--- src/rtl/xtp_pkg.sv ---
package xtp_pkg;

    typedef enum logic [2:0] {
        ST_IDLE,
        ST_START,
        ST_SFD,
        ST_PAY,
        ST_FCS,
        ST_TERM
    } xtp_state_e;

    localparam logic [7:0] CH_START = 8'hFB;
    localparam logic [7:0] CH_TERM  = 8'hFD;
    localparam logic [7:0] CH_IDLE  = 8'h07;
    localparam logic [7:0] CH_PRE   = 8'h55;
    localparam logic [7:0] CH_SFD   = 8'hD5;

    localparam logic [31:0] IDLE_WORD = {4{CH_IDLE}};
    localparam logic [3:0]  CTL_ALL   = 4'hF;

    // payload run segment: even-count word uses lo_byte, odd-count word hi_byte
    typedef struct packed {
        logic [7:0] lo_byte;
        logic [7:0] hi_byte;
        logic [9:0] words;
    } seg_t;

    // reflected CRC-32 step over one 32-bit word, lane 0 byte first
    function automatic logic [31:0] crc32_step(input logic [31:0] crc_in,
                                               input logic [31:0] data);
        logic [31:0] c;
        c = crc_in;
        for (int i = 0; i < 32; i++) begin
            if (c[0] ^ data[i]) begin
                c = (c >> 1) ^ 32'hEDB88320;
            end else begin
                c = c >> 1;
            end
        end
        return c;
    endfunction

endpackage

--- src/rtl/xtp_payload_gen.sv ---
module xtp_payload_gen
    import xtp_pkg::*;
#(
    parameter int RC_BYTES = 1488,
    parameter int JT_BYTES = 1504
) (
    input  logic        clk,
    input  logic        rst_n,
    input  logic        restart,
    input  logic        step,
    input  logic        jitter,
    output logic [31:0] word,
    output logic        last
);

    localparam int RC_WORDS = RC_BYTES / 4;
    localparam int JT_WORDS = JT_BYTES / 4;
    localparam int MAX_WORDS = (RC_WORDS > JT_WORDS) ? RC_WORDS : JT_WORDS;
    localparam int IDXW = $clog2(MAX_WORDS + 1);
    localparam int JT_HEAD = 1 + 131 + 160 + 42;
    localparam int JT_TAIL = JT_WORDS - JT_HEAD;
    localparam int NSEG = 5;
    localparam int SEGW = $clog2(NSEG + 1);
    localparam logic [IDXW-1:0] RC_LAST = IDXW'(RC_WORDS - 1);
    localparam logic [IDXW-1:0] JT_LAST = IDXW'(JT_WORDS - 1);
    localparam logic [7:0] LFSR_SEED = 8'h47;

    typedef struct packed {
        logic [IDXW-1:0] idx;
        logic [7:0]      lfsr;
        logic [SEGW-1:0] seg;
        logic [9:0]      seg_cnt;
    } pg_regs_t;

    pg_regs_t r_q, r_d;

    function automatic seg_t seg_at(input logic [SEGW-1:0] s);
        seg_t e;
        case (s)
            SEGW'(0): e = '{lo_byte: 8'h7E, hi_byte: 8'h7E, words: 10'd1};
            SEGW'(1): e = '{lo_byte: 8'h7E, hi_byte: 8'h7E, words: 10'd131};
            SEGW'(2): e = '{lo_byte: 8'hF4, hi_byte: 8'hEB, words: 10'd160};
            SEGW'(3): e = '{lo_byte: 8'h7E, hi_byte: 8'h7E, words: 10'd42};
            SEGW'(4): e = '{lo_byte: 8'hF4, hi_byte: 8'hEB, words: 10'(JT_TAIL)};
            default:  e = '{lo_byte: 8'h7E, hi_byte: 8'h7E, words: 10'd1};
        endcase
        return e;
    endfunction

    seg_t       cur_seg;
    logic [7:0] rc_byte;
    logic [7:0] jt_byte;

    always_comb begin
        cur_seg = seg_at(r_q.seg);
        jt_byte = r_q.seg_cnt[0] ? cur_seg.hi_byte : cur_seg.lo_byte;

        if (r_q.idx == IDXW'(0)) begin
            rc_byte = 8'hBE;
        end else if (r_q.idx == IDXW'(1)) begin
            rc_byte = 8'hD7;
        end else if (r_q.idx == IDXW'(2)) begin
            rc_byte = 8'h23;
        end else if (r_q.idx == RC_LAST) begin
            rc_byte = 8'h59;
        end else begin
            rc_byte = r_q.lfsr;
        end

        if (jitter) begin
            word = {4{jt_byte}};
            if (r_q.idx == IDXW'(0)) begin
                word[7:0] = 8'h0B;
            end
            last = (r_q.idx == JT_LAST);
        end else begin
            word = {4{rc_byte}};
            last = (r_q.idx == RC_LAST);
        end

        r_d = r_q;
        if (restart) begin
            r_d.idx     = '0;
            r_d.lfsr    = LFSR_SEED;
            r_d.seg     = '0;
            r_d.seg_cnt = '0;
        end else if (step) begin
            r_d.idx = r_q.idx + IDXW'(1);
            if (r_q.idx >= IDXW'(3)) begin
                r_d.lfsr = {r_q.lfsr[6:0], 1'b0} ^ (r_q.lfsr[7] ? 8'h1D : 8'h00);
            end
            if (r_q.seg_cnt == cur_seg.words - 10'd1) begin
                r_d.seg     = r_q.seg + SEGW'(1);
                r_d.seg_cnt = '0;
            end else begin
                r_d.seg_cnt = r_q.seg_cnt + 10'd1;
            end
        end
    end

    always_ff @(posedge clk or negedge rst_n) begin
        if (!rst_n) begin
            r_q <= '{idx: '0, lfsr: LFSR_SEED, seg: '0, seg_cnt: '0};
        end else begin
            r_q <= r_d;
        end
    end

    // payload never runs past its own length
    p_idx_bound_r5: assert property (@(posedge clk) disable iff (!rst_n)
        step |-> (r_q.idx < (jitter ? IDXW'(JT_WORDS) : IDXW'(RC_WORDS))))
        else $error("payload index overrun");

    // pseudo-random register never sticks at zero
    p_lfsr_live_r4: assert property (@(posedge clk) disable iff (!rst_n)
        r_q.lfsr != 8'h00)
        else $error("payload register collapsed to zero");

endmodule

--- src/rtl/xtp_fcs.sv ---
module xtp_fcs
    import xtp_pkg::*;
(
    input  logic        clk,
    input  logic        rst_n,
    input  logic        clear,
    input  logic        update,
    input  logic [31:0] data,
    output logic [31:0] fcs
);

    logic [31:0] crc_q, crc_d;

    always_comb begin
        crc_d = crc_q;
        if (clear) begin
            crc_d = '1;
        end else if (update) begin
            crc_d = crc32_step(crc_q, data);
        end
        fcs = ~crc_q;
    end

    always_ff @(posedge clk or negedge rst_n) begin
        if (!rst_n) begin
            crc_q <= '1;
        end else begin
            crc_q <= crc_d;
        end
    end

    // accumulator holds still unless payload is flowing or a packet opens
    p_crc_hold_r6: assert property (@(posedge clk) disable iff (!rst_n)
        (!clear && !update) |=> $stable(crc_q))
        else $error("crc changed without payload");

endmodule

--- src/rtl/xtp_rx_loop.sv ---
module xtp_rx_loop
    import xtp_pkg::*;
(
    input  logic        clk,
    input  logic        rst_n,
    input  logic        loop_en,
    input  logic [31:0] txd,
    input  logic [3:0]  txc,
    output logic [31:0] rxd,
    output logic [3:0]  rxc
);

    typedef struct packed {
        logic [31:0] d;
        logic [3:0]  c;
    } rx_regs_t;

    rx_regs_t r_q, r_d;

    always_comb begin
        if (loop_en) begin
            r_d = '{d: txd, c: txc};
        end else begin
            r_d = '{d: IDLE_WORD, c: CTL_ALL};
        end
        rxd = r_q.d;
        rxc = r_q.c;
    end

    always_ff @(posedge clk or negedge rst_n) begin
        if (!rst_n) begin
            r_q <= '{d: IDLE_WORD, c: CTL_ALL};
        end else begin
            r_q <= r_d;
        end
    end

    p_loop_copy_r10: assert property (@(posedge clk) disable iff (!rst_n)
        loop_en |=> (rxd == $past(txd)) && (rxc == $past(txc)))
        else $error("loopback copy mismatch");

    p_loop_idle_r10: assert property (@(posedge clk) disable iff (!rst_n)
        !loop_en |=> (rxd == IDLE_WORD) && (rxc == CTL_ALL))
        else $error("receive side not idle with loopback off");

endmodule

--- src/rtl/xgmii_testpkt_gen.sv ---
module xgmii_testpkt_gen
    import xtp_pkg::*;
#(
    parameter int RC_BYTES   = 1488,
    parameter int JT_BYTES   = 1504,
    parameter int IDLE_WORDS = 2
) (
    input  logic        clk,
    input  logic        rst_n,
    input  logic        enable,
    input  logic        mode_sel,
    input  logic        loopback_en,
    output logic [31:0] txd,
    output logic [3:0]  txc,
    output logic [31:0] rxd,
    output logic [3:0]  rxc
);

    localparam int GAPW = (IDLE_WORDS > 1) ? $clog2(IDLE_WORDS) : 1;
    localparam logic [GAPW-1:0] GAP_MAX = GAPW'(IDLE_WORDS - 1);

    typedef struct packed {
        xtp_state_e      state;
        logic [GAPW-1:0] gap;
        logic            jitter;
    } ctl_regs_t;

    ctl_regs_t r_q, r_d;

    logic [31:0] pay_word;
    logic        pay_last;
    logic [31:0] fcs;
    logic        pg_restart;
    logic        pg_step;
    logic        crc_clear;

    xtp_payload_gen #(
        .RC_BYTES(RC_BYTES),
        .JT_BYTES(JT_BYTES)
    ) u_payload (
        .clk    (clk),
        .rst_n  (rst_n),
        .restart(pg_restart),
        .step   (pg_step),
        .jitter (r_q.jitter),
        .word   (pay_word),
        .last   (pay_last)
    );

    xtp_fcs u_fcs (
        .clk   (clk),
        .rst_n (rst_n),
        .clear (crc_clear),
        .update(pg_step),
        .data  (pay_word),
        .fcs   (fcs)
    );

    xtp_rx_loop u_loop (
        .clk    (clk),
        .rst_n  (rst_n),
        .loop_en(loopback_en),
        .txd    (txd),
        .txc    (txc),
        .rxd    (rxd),
        .rxc    (rxc)
    );

    always_comb begin
        r_d        = r_q;
        pg_restart = 1'b0;
        pg_step    = 1'b0;
        crc_clear  = 1'b0;
        txd        = IDLE_WORD;
        txc        = CTL_ALL;

        case (r_q.state)
            ST_IDLE: begin
                if (r_q.gap == GAP_MAX && enable) begin
                    r_d.state  = ST_START;
                    r_d.jitter = mode_sel;
                end else if (r_q.gap != GAP_MAX) begin
                    r_d.gap = r_q.gap + GAPW'(1);
                end
            end
            ST_START: begin
                txd       = {CH_PRE, CH_PRE, CH_PRE, CH_START};
                txc       = 4'h1;
                crc_clear = 1'b1;
                r_d.state = ST_SFD;
            end
            ST_SFD: begin
                txd        = {CH_SFD, CH_PRE, CH_PRE, CH_PRE};
                txc        = 4'h0;
                pg_restart = 1'b1;
                r_d.state  = ST_PAY;
            end
            ST_PAY: begin
                txd     = pay_word;
                txc     = 4'h0;
                pg_step = 1'b1;
                if (pay_last) begin
                    r_d.state = ST_FCS;
                end
            end
            ST_FCS: begin
                txd       = fcs;
                txc       = 4'h0;
                r_d.state = ST_TERM;
            end
            ST_TERM: begin
                txd       = {CH_IDLE, CH_IDLE, CH_IDLE, CH_TERM};
                txc       = CTL_ALL;
                r_d.state = ST_IDLE;
                r_d.gap   = '0;
            end
            default: begin
                r_d.state = ST_IDLE;
                r_d.gap   = '0;
            end
        endcase
    end

    always_ff @(posedge clk or negedge rst_n) begin
        if (!rst_n) begin
            r_q <= '{state: ST_IDLE, gap: '0, jitter: 1'b0};
        end else begin
            r_q <= r_d;
        end
    end

    p_sfd_follows_start_r3: assert property (@(posedge clk) disable iff (!rst_n)
        (txc == 4'h1) |=> (txd == 32'hD5555555) && (txc == 4'h0))
        else $error("delimiter word missing after start");

    p_start_lane0_r2: assert property (@(posedge clk) disable iff (!rst_n)
        (txc == 4'h1) |-> (txd[7:0] == CH_START))
        else $error("start character off lane 0");

    p_term_then_idle_r7: assert property (@(posedge clk) disable iff (!rst_n)
        (txc == CTL_ALL && txd[7:0] == CH_TERM) |=> (txd == IDLE_WORD) && (txc == CTL_ALL))
        else $error("terminate not followed by idle");

    p_start_after_idle_r8: assert property (@(posedge clk) disable iff (!rst_n)
        (txc == 4'h1) |-> ($past(txd) == IDLE_WORD) && ($past(txc) == CTL_ALL))
        else $error("start word without preceding gap");

    p_mode_hold_r9: assert property (@(posedge clk) disable iff (!rst_n)
        (r_q.state != ST_IDLE && $past(r_q.state) != ST_IDLE) |-> $stable(r_q.jitter))
        else $error("payload mode changed inside a packet");

    p_idle_when_off_r11: assert property (@(posedge clk) disable iff (!rst_n)
        (!enable && r_q.state == ST_IDLE) |=> (txd == IDLE_WORD) && (txc == CTL_ALL))
        else $error("packet started while disabled");

endmodule

--- config.mk ---
export PLATFORM = sky130hd
export DESIGN_NAME = xgmii_testpkt_gen
export DESIGN_NICKNAME = d
export VERILOG_FILES = /design/src/rtl/xtp_pkg.sv /design/src/rtl/xtp_payload_gen.sv /design/src/rtl/xtp_fcs.sv /design/src/rtl/xtp_rx_loop.sv /design/src/rtl/xgmii_testpkt_gen.sv
export SDC_FILE = /design/constraint.sdc
export NUM_CORES = 1
export LEC_CHECK = 0
export BUFFER_PORTS_ARGS = -buffer_cell sky130_fd_sc_hd__clkbuf_2
export CORE_MARGIN = 2
export CORE_UTILIZATION = 47
export CTS_CLUSTER_SIZE = 12
export DETAILED_ROUTE_END_ITERATION = 16
export PLACE_DENSITY = 0.66
export SYNTH_ARGS = -nofsm -noshare
export SYNTH_HDL_FRONTEND = slang
export SYNTH_SLANG_ARGS = --single-unit
--- constraint.sdc ---
create_clock -name clk -period 5 [get_ports clk]
set_input_delay 1.25 -clock clk [delete_from_list [all_inputs] [get_ports clk]]
set_output_delay 1.25 -clock clk [all_outputs]
set_load 0.01 [all_outputs]
; Word-level counts from Yosys, hierarchy flattened
; Cells that the tools add are included.
[totals]
out_inout_bits = 72
reg_bits = 103
[classes]
eq_ne = 17
addsub = 5
n_reduce_logical = 14
magnitude_cmp = 1
bitwise_logic = 67
mux = 123
[op_table]
columns = operator, n
row1 = $mux W32, 97
row2 = $not A13 Y14, 32
row3 = $pmux W32 S5, 1
row4 = $pmux W26 S4, 1
row5 = $mux W30, 2
row6 = $mux W8, 7
row7 = $mux W36, 1
row8 = $not A32 Y32, 1
row9 = $xor A1 B1 Y1, 32
row10 = $eq A9 B9 Y1 const B, 2
row11 = $pmux W3 S5, 1
row12 = $eq A3 B2 Y1 const B, 4
row13 = $add A10 B1 Y10 const B, 1
row14 = $eq A10 B10 Y1, 1
row15 = $mux W10, 1
row16 = $reduce_and A2 Y1, 5
row17 = $sub A10 B1 Y10 const B, 1
row18 = $add A9 B1 Y9 const B, 1
row19 = $eq A3 B3 Y1 const B, 3
row20 = $eq A9 B1 Y1 const B, 1
row21 = $eq A9 B2 Y1 const B, 1
row22 = $ge A9 B2 Y1 const B, 1
row23 = $logic_not A9 Y1, 1
row24 = $mux W3, 3
row25 = 15 further kinds, 26

; Depth between registers and ports, before layout
[depth]
depth_word = 134
mapped_depth = 17
mapped_depth_nobuf = 14

; Modules after synthesis
; A second synthesis with hierarchy kept.
[hier_totals]
hier_cells = 828
area_unflattened_um2 = 8848.5
[modules_own_cells]
columns = mod, cells_each, area_per_inst_um2, n_inst
row1 = xtp_fcs, 392, 4638.2, 1
row2 = xtp_payload_gen, 254, 2219.6, 1
row3 = xtp_rx_loop, 75, 1174.9, 1
row4 = xgmii_testpkt_gen, 107, 815.8, 1

; Least setup slack after synthesis
; No wires, ideal clock.
[synth_path]
path_type = flip-flop to flip-flop
startpoint = reg u_payload.r_q[21] (netlist name)
endpoint = reg u_fcs.crc_q[20]
slack_ps = 157
synth_period_minus_slack_ps = 4843
arrival_time_ps = 4770
path_stages_with_launch = 15
required_time_ps = 4927
n_path_buf = 0
path_cell_list = dfrtp_1 inv_1 ha_1 or2_2 and4_1 or2_1 o311ai_4 xor2_2 xnor3_2 xnor3_2 xnor2_4 xnor3_2 xor3_2 xnor3_1 a21oi_1
[synth_via]
elab_chain_cells = 117
word_cells_on_any_way = 163
cone_classes = 3 x eq/ne / 102 x mux / 57 x bitwise / 1 x reduce/logical
[synth_rtl]
columns = element, line
row1 = from (decl), xtp_payload_gen.sv:35  ; pg_regs_t r_q, r_d;
row2 = from (signal assigned), xtp_payload_gen.sv:103  ; r_q <= '{idx: '0, lfsr: LFSR_SEED, seg: '0, seg_cnt: '0};
row3 = from (signal assigned), xtp_payload_gen.sv:105  ; r_q <= r_d;
row4 = $eq A9 B9 Y1, xtp_payload_gen.sv:64  ; end else if (r_q.idx == RC_LAST) begin
row5 = $mux W8, xtp_payload_gen.sv:64
row6 = $mux W8, xtp_payload_gen.sv:62  ; end else if (r_q.idx == IDXW'(2)) begin
row7 = $mux W8, xtp_payload_gen.sv:60  ; end else if (r_q.idx == IDXW'(1)) begin
row8 = $mux W8, xtp_payload_gen.sv:58  ; if (r_q.idx == IDXW'(0)) begin
row9 = $mux W32 *, xtp_payload_gen.sv:70  ; if (jitter) begin
row10 = $xor A1 B1 Y1, xtp_pkg.sv:34  ; if (c[0] ^ data[i]) begin
row11 = $mux W32, xtp_pkg.sv:34
row12 = [... 101 more ...], --
row13 = $not A13 Y14 (no line), --
row14 = $mux W32, xtp_pkg.sv:34
row15 = $mux W32, xtp_fcs.sv:18  ; end else if (update) begin
row16 = $mux W32, xtp_fcs.sv:16  ; if (clear) begin
row17 = $not A13 Y14 (no line), --
row18 = $mux W32 *, xtp_pkg.sv:34
row19 = $mux W32 *, xtp_fcs.sv:18
row20 = $mux W32 *, xtp_fcs.sv:16
row21 = to (signal assigned), xtp_fcs.sv:28  ; crc_q <= crc_d;
row22 = to (decl), xtp_fcs.sv:12  ; logic [31:0] crc_q, crc_d;
; Mark *: on every way between the ends. The rest lies on a longest branch, timed or not. The select of a mux whose other input is x is not followed.
; A chain may end at the register's enable or synchronous reset.

; Final worst setup path
[layout_path]
startpoint = reg u_payload.r_q[21] (netlist name)
endpoint = reg u_fcs.crc_q[13]
[layout_via]
elab_chain_cells = 114
word_cells_on_any_way = 157
cone_classes = 3 x eq/ne / 102 x mux / 51 x bitwise / 1 x reduce/logical
[layout_rtl]
columns = element, line
row1 = $eq A9 B9 Y1, xtp_payload_gen.sv:64
row2 = $mux W8, xtp_payload_gen.sv:64
row3 = $mux W8, xtp_payload_gen.sv:62
row4 = $mux W8, xtp_payload_gen.sv:60
row5 = $mux W8, xtp_payload_gen.sv:58
row6 = $mux W32 *, xtp_payload_gen.sv:70
row7 = $xor A1 B1 Y1, xtp_pkg.sv:34
row8 = $mux W32, xtp_pkg.sv:34
row9 = [... 98 more ...], --
row10 = $mux W32 *, xtp_fcs.sv:18
row11 = $mux W32 *, xtp_fcs.sv:16
row12 = $mux W32 *, xtp_pkg.sv:34
row13 = $mux W32 *, xtp_fcs.sv:18
row14 = $mux W32 *, xtp_fcs.sv:16
row15 = $mux W32 *, xtp_pkg.sv:34
row16 = $mux W32 *, xtp_fcs.sv:18
row17 = $mux W32 *, xtp_fcs.sv:16
; Marks and branches as above.

==> results.toml <==
[clocking]
ctsRootBufferMaster = "clkbuf_16"
clkSlewWorstSetupHoldPaths_ps = 70
postCtsHoldBufs = 0
clock-sinks = 101
h-tree-depth = 3
worst_skew_pair.late_latency_ps = 360
cts_buffers = 9
cts_buffer_depth = 2
cts_tree = "built"

[synth]
syn_inst = 815
yosys_register_bits = 101
synth_most_common_cell = "xnor2_1"
synth_cell_type_count = 80
synthArstFlopShare_pct = 100
synth.largest_area_cell = "dfstp_2"
synth_seq_area_share_pct = 30.2
synth.avg_cell_area_um2 = 10.5
synth_ff_type = "dfrtp_1"
netlist.area_leader.share_pct = 15.3
synth-edff-count = 0
netlist_top_cells_area = "dfstp_2 (15%), dfrtp_1 (15%), xnor3_1 (14%), xnor2_1 (13%), xor2_1 (5.8%)"
ys_top_cells_by_count = "xnor2_1 (126), xor2_1 (57), nor2_1 (56), xnor3_1 (55), dfrtp_1 (51)"
synthesis.area_um2 = 8570
synth.net_count = 831
yosys_warnings = 0

[setup_path]
reg2reg_depth = 16
cp_max_fo = 8
crit_type = "flop to flop"
critPathBufInv = 3
r2r-end = "u_fcs.crc_q[13]"
crit_chain = "inv_1 > ha_1 > or2_2 > and4_1 > or2_1 > o311ai_4 > buf_12 > xor2_2 > xnor3_2 > xnor3_2 > xnor2_4 > buf_4 > xor2_2 > xor3_1 > xnor3_1 > a2bb2oi_1"
slowest_delay_ps = 480
r2r_slack_ps = 110
end_kind = "flop"
required_ps = 5290
cp.arrival_ps = 5180
r2r_start = "u_payload.r_q[21]"
cp_slowest_cell = "xnor3_2"
start_kind = "flop"
critPathTopFamily = "XOR/XNOR gates"

[sta]
max_freq_ghz = 0.204
whs_ps = 531
finalHoldViolations = 0
setup_violations = 0
setup_tns_ps = 0
fin_skew_ps = 10.3
worst_pin_slew_ps = 913
period_share_pct = 97.8
rsz0062_at_grt = "true"
slew_violations = 0
max-slew-margin-rel_pct = 39.2
fin_crit_ps = 4890

[worst_hold_path]
whs_path_depth = 2
whs_endpoint = "u_fcs.crc_q[21]"
min_from = "u_fcs.crc_q[21]"
hp-class = "flop to flop"

[floorplan]
dieArea_um2 = 19300
ios = 77
start_util_pct = 47.9
fp.dieW_um = 139
die_h_um = 139
num_rows = 49
coreArea_um2 = 17900

[drt]
antenna_left = 0
viasPerCell = 5.66
first_pass_iters = 5
drc = 0
wl_mm = 24.9
initialDrtViolationCount = 696
num_vias = 6665
wl_per_cell_um = 21.1

[pwr]
totalPowerFinal_mw = 1.56
irDropWorstVdd_mv = 0.211
cellLeakagePower_nw = 4.77
powerDensity_nw_per_um2 = 154

[global_route]
grt_pass1_wl_mm = 38.4
grt_pass1_vias = 6469
grt_overflow = 0
grt_max_degree = 70
grt_usage_pct = 25.8
antenna_found_initial = 0

[finish]
finalNonFillerCells = 1178
insertedDiodeCount = 0
nets = 960
areaGrowthSynthToFinish_pct = 18.5
drive_gt1_share_pct = 31.4

[run_status]
status = "complete, no violations"

[place]
place_congestion = 0.952
place_inst = 1150
port_buffers = 76
dp_hpwl_mm = 19.4

[run]
max_cap_viol_count = 0
## report_power, final
| part | internal (mW) | switching [mW] | leakage [nW] |
|---|---|---|---|
| clock network | 0.350 | 0.338 | 0.140 |
| logic | 0.0119 | 0.0305 | 3.49 |
| registers | 0.830 | 0.00241 | 1.14 |
| total | 1.19 | 0.371 | 4.77 |
## how the worst max path moves through the flow
| stage | startpoint | to | slack [ps] | cells after the start |
|---|---|---|---|---|
| after global placement | u_payload.r_q[21] | u_fcs.crc_q[22] | 90 | 13 |
| after CTS | u_payload.r_q[21] | u_fcs.crc_q[22] | 20 | 13 |
| after floorplan | u_payload.r_q[21] | u_fcs.crc_q[20] | 160 | 14 |
| after detailed placement | u_payload.r_q[21] | u_fcs.crc_q[22] | -40 | 13 |
| after global routing | u_payload.r_q[22] | u_fcs.crc_q[19] | -60 | 15 |
| final | u_payload.r_q[21] | u_fcs.crc_q[13] | 110 | 16 |
## per-layer routing
metal | vias to the layer above | GRT usage (%) | share of wire [%]
met5 | - | 0 | 0
met4 | 0 | 7.39 | 2.1
met3 | 39 | 4.01 | 7.6
met2 | 292 | 40.0 | 46
met1 | 3270 | 37.6 | 45
li1 | 3064 | - | -
## registers in the layout (all words and copies together) (netlist names)
signal         count
u_fcs.crc_q       32
u_loop.rxd        32
u_payload.r_q     30
r_q                5
u_loop.rxc         2
## what timing repair did
item,CTS,global route
pin swaps,2,6
setup buffers,3,9
endpoints found under the setup margin,4,23
gates resized for setup,2,20
gates cloned,0,0
## kinds of logic after synthesis
| family | Yosys count | synth area share, % |
|---|---|---|
| adders and majority gates | 11 | 1.61 |
| xor gates and xnor gates | 261 | 38.8 |
| AOI/OAI and AO/OA | 165 | 13.1 |
| and+or+nand+nor | 211 | 12.9 |
| buffers and inverters | 64 | 3.12 |
| DFF | 101 | 30.2 |
| muxes | 2 | 0.263 |
## final cells by class
cell class,count,area (µm²)
multi-input cells,650,5830
clock buffers,9,225
fillers,1526,7740
inverters,15,56.3
well taps,229,287
flip-flops and latches,101,2590
repair buffers,167,1100
clock inverters,7,65.1
## per-stage QoR
step                utilization (%)  instance area, µm²  worst slack, ps
floorplan                         -                8570              157
global placement               53.9                9650             86.5
detailed placement             53.9                9650            -38.3
CTS                            55.8               10000             18.0
global route                   56.8               10200            -56.0
finish                         56.8               10200              108
## worst register-to-register path, delay by kind of cell, from the launching register on
kind / cells / cell delay, ps
simple gates: 3 / 890
flops: 1 / 430
compound gates: 2 / 520
buf+inv: 3 / 470
fa+ha+maj: 1 / 260
xor+xnor: 7 / 2250
## placed cells by master (no fill, tap or decap), types with 3 or more instances in the layout
master / count
a211oi_1: 3
a211oi_2: 3
a21boi_0: 4
a21oi_1: 46
a2bb2oi_1: 4
a31oi_1: 7
and2_1: 26
and3_1: 7
buf_12: 3
buf_4: 89
clkbuf_16: 9
clkbuf_2: 75
dfrtp_1: 49
dfstp_2: 50
ha_1: 11
inv_1: 15
nand2_1: 44
nand2b_1: 15
nand3_1: 15
nand4_1: 8
nor2_1: 55
nor2b_1: 6
nor3_1: 7
nor3_4: 3
o21ai_0: 47
o22a_1: 10
o22ai_1: 5
o31ai_1: 3
or2_2: 7
xnor2_1: 121
xnor2_2: 10
xnor3_1: 51
xnor3_2: 9
xor2_1: 53
xor2_2: 7
xor3_1: 6
(Power assumes the default switching activity.)
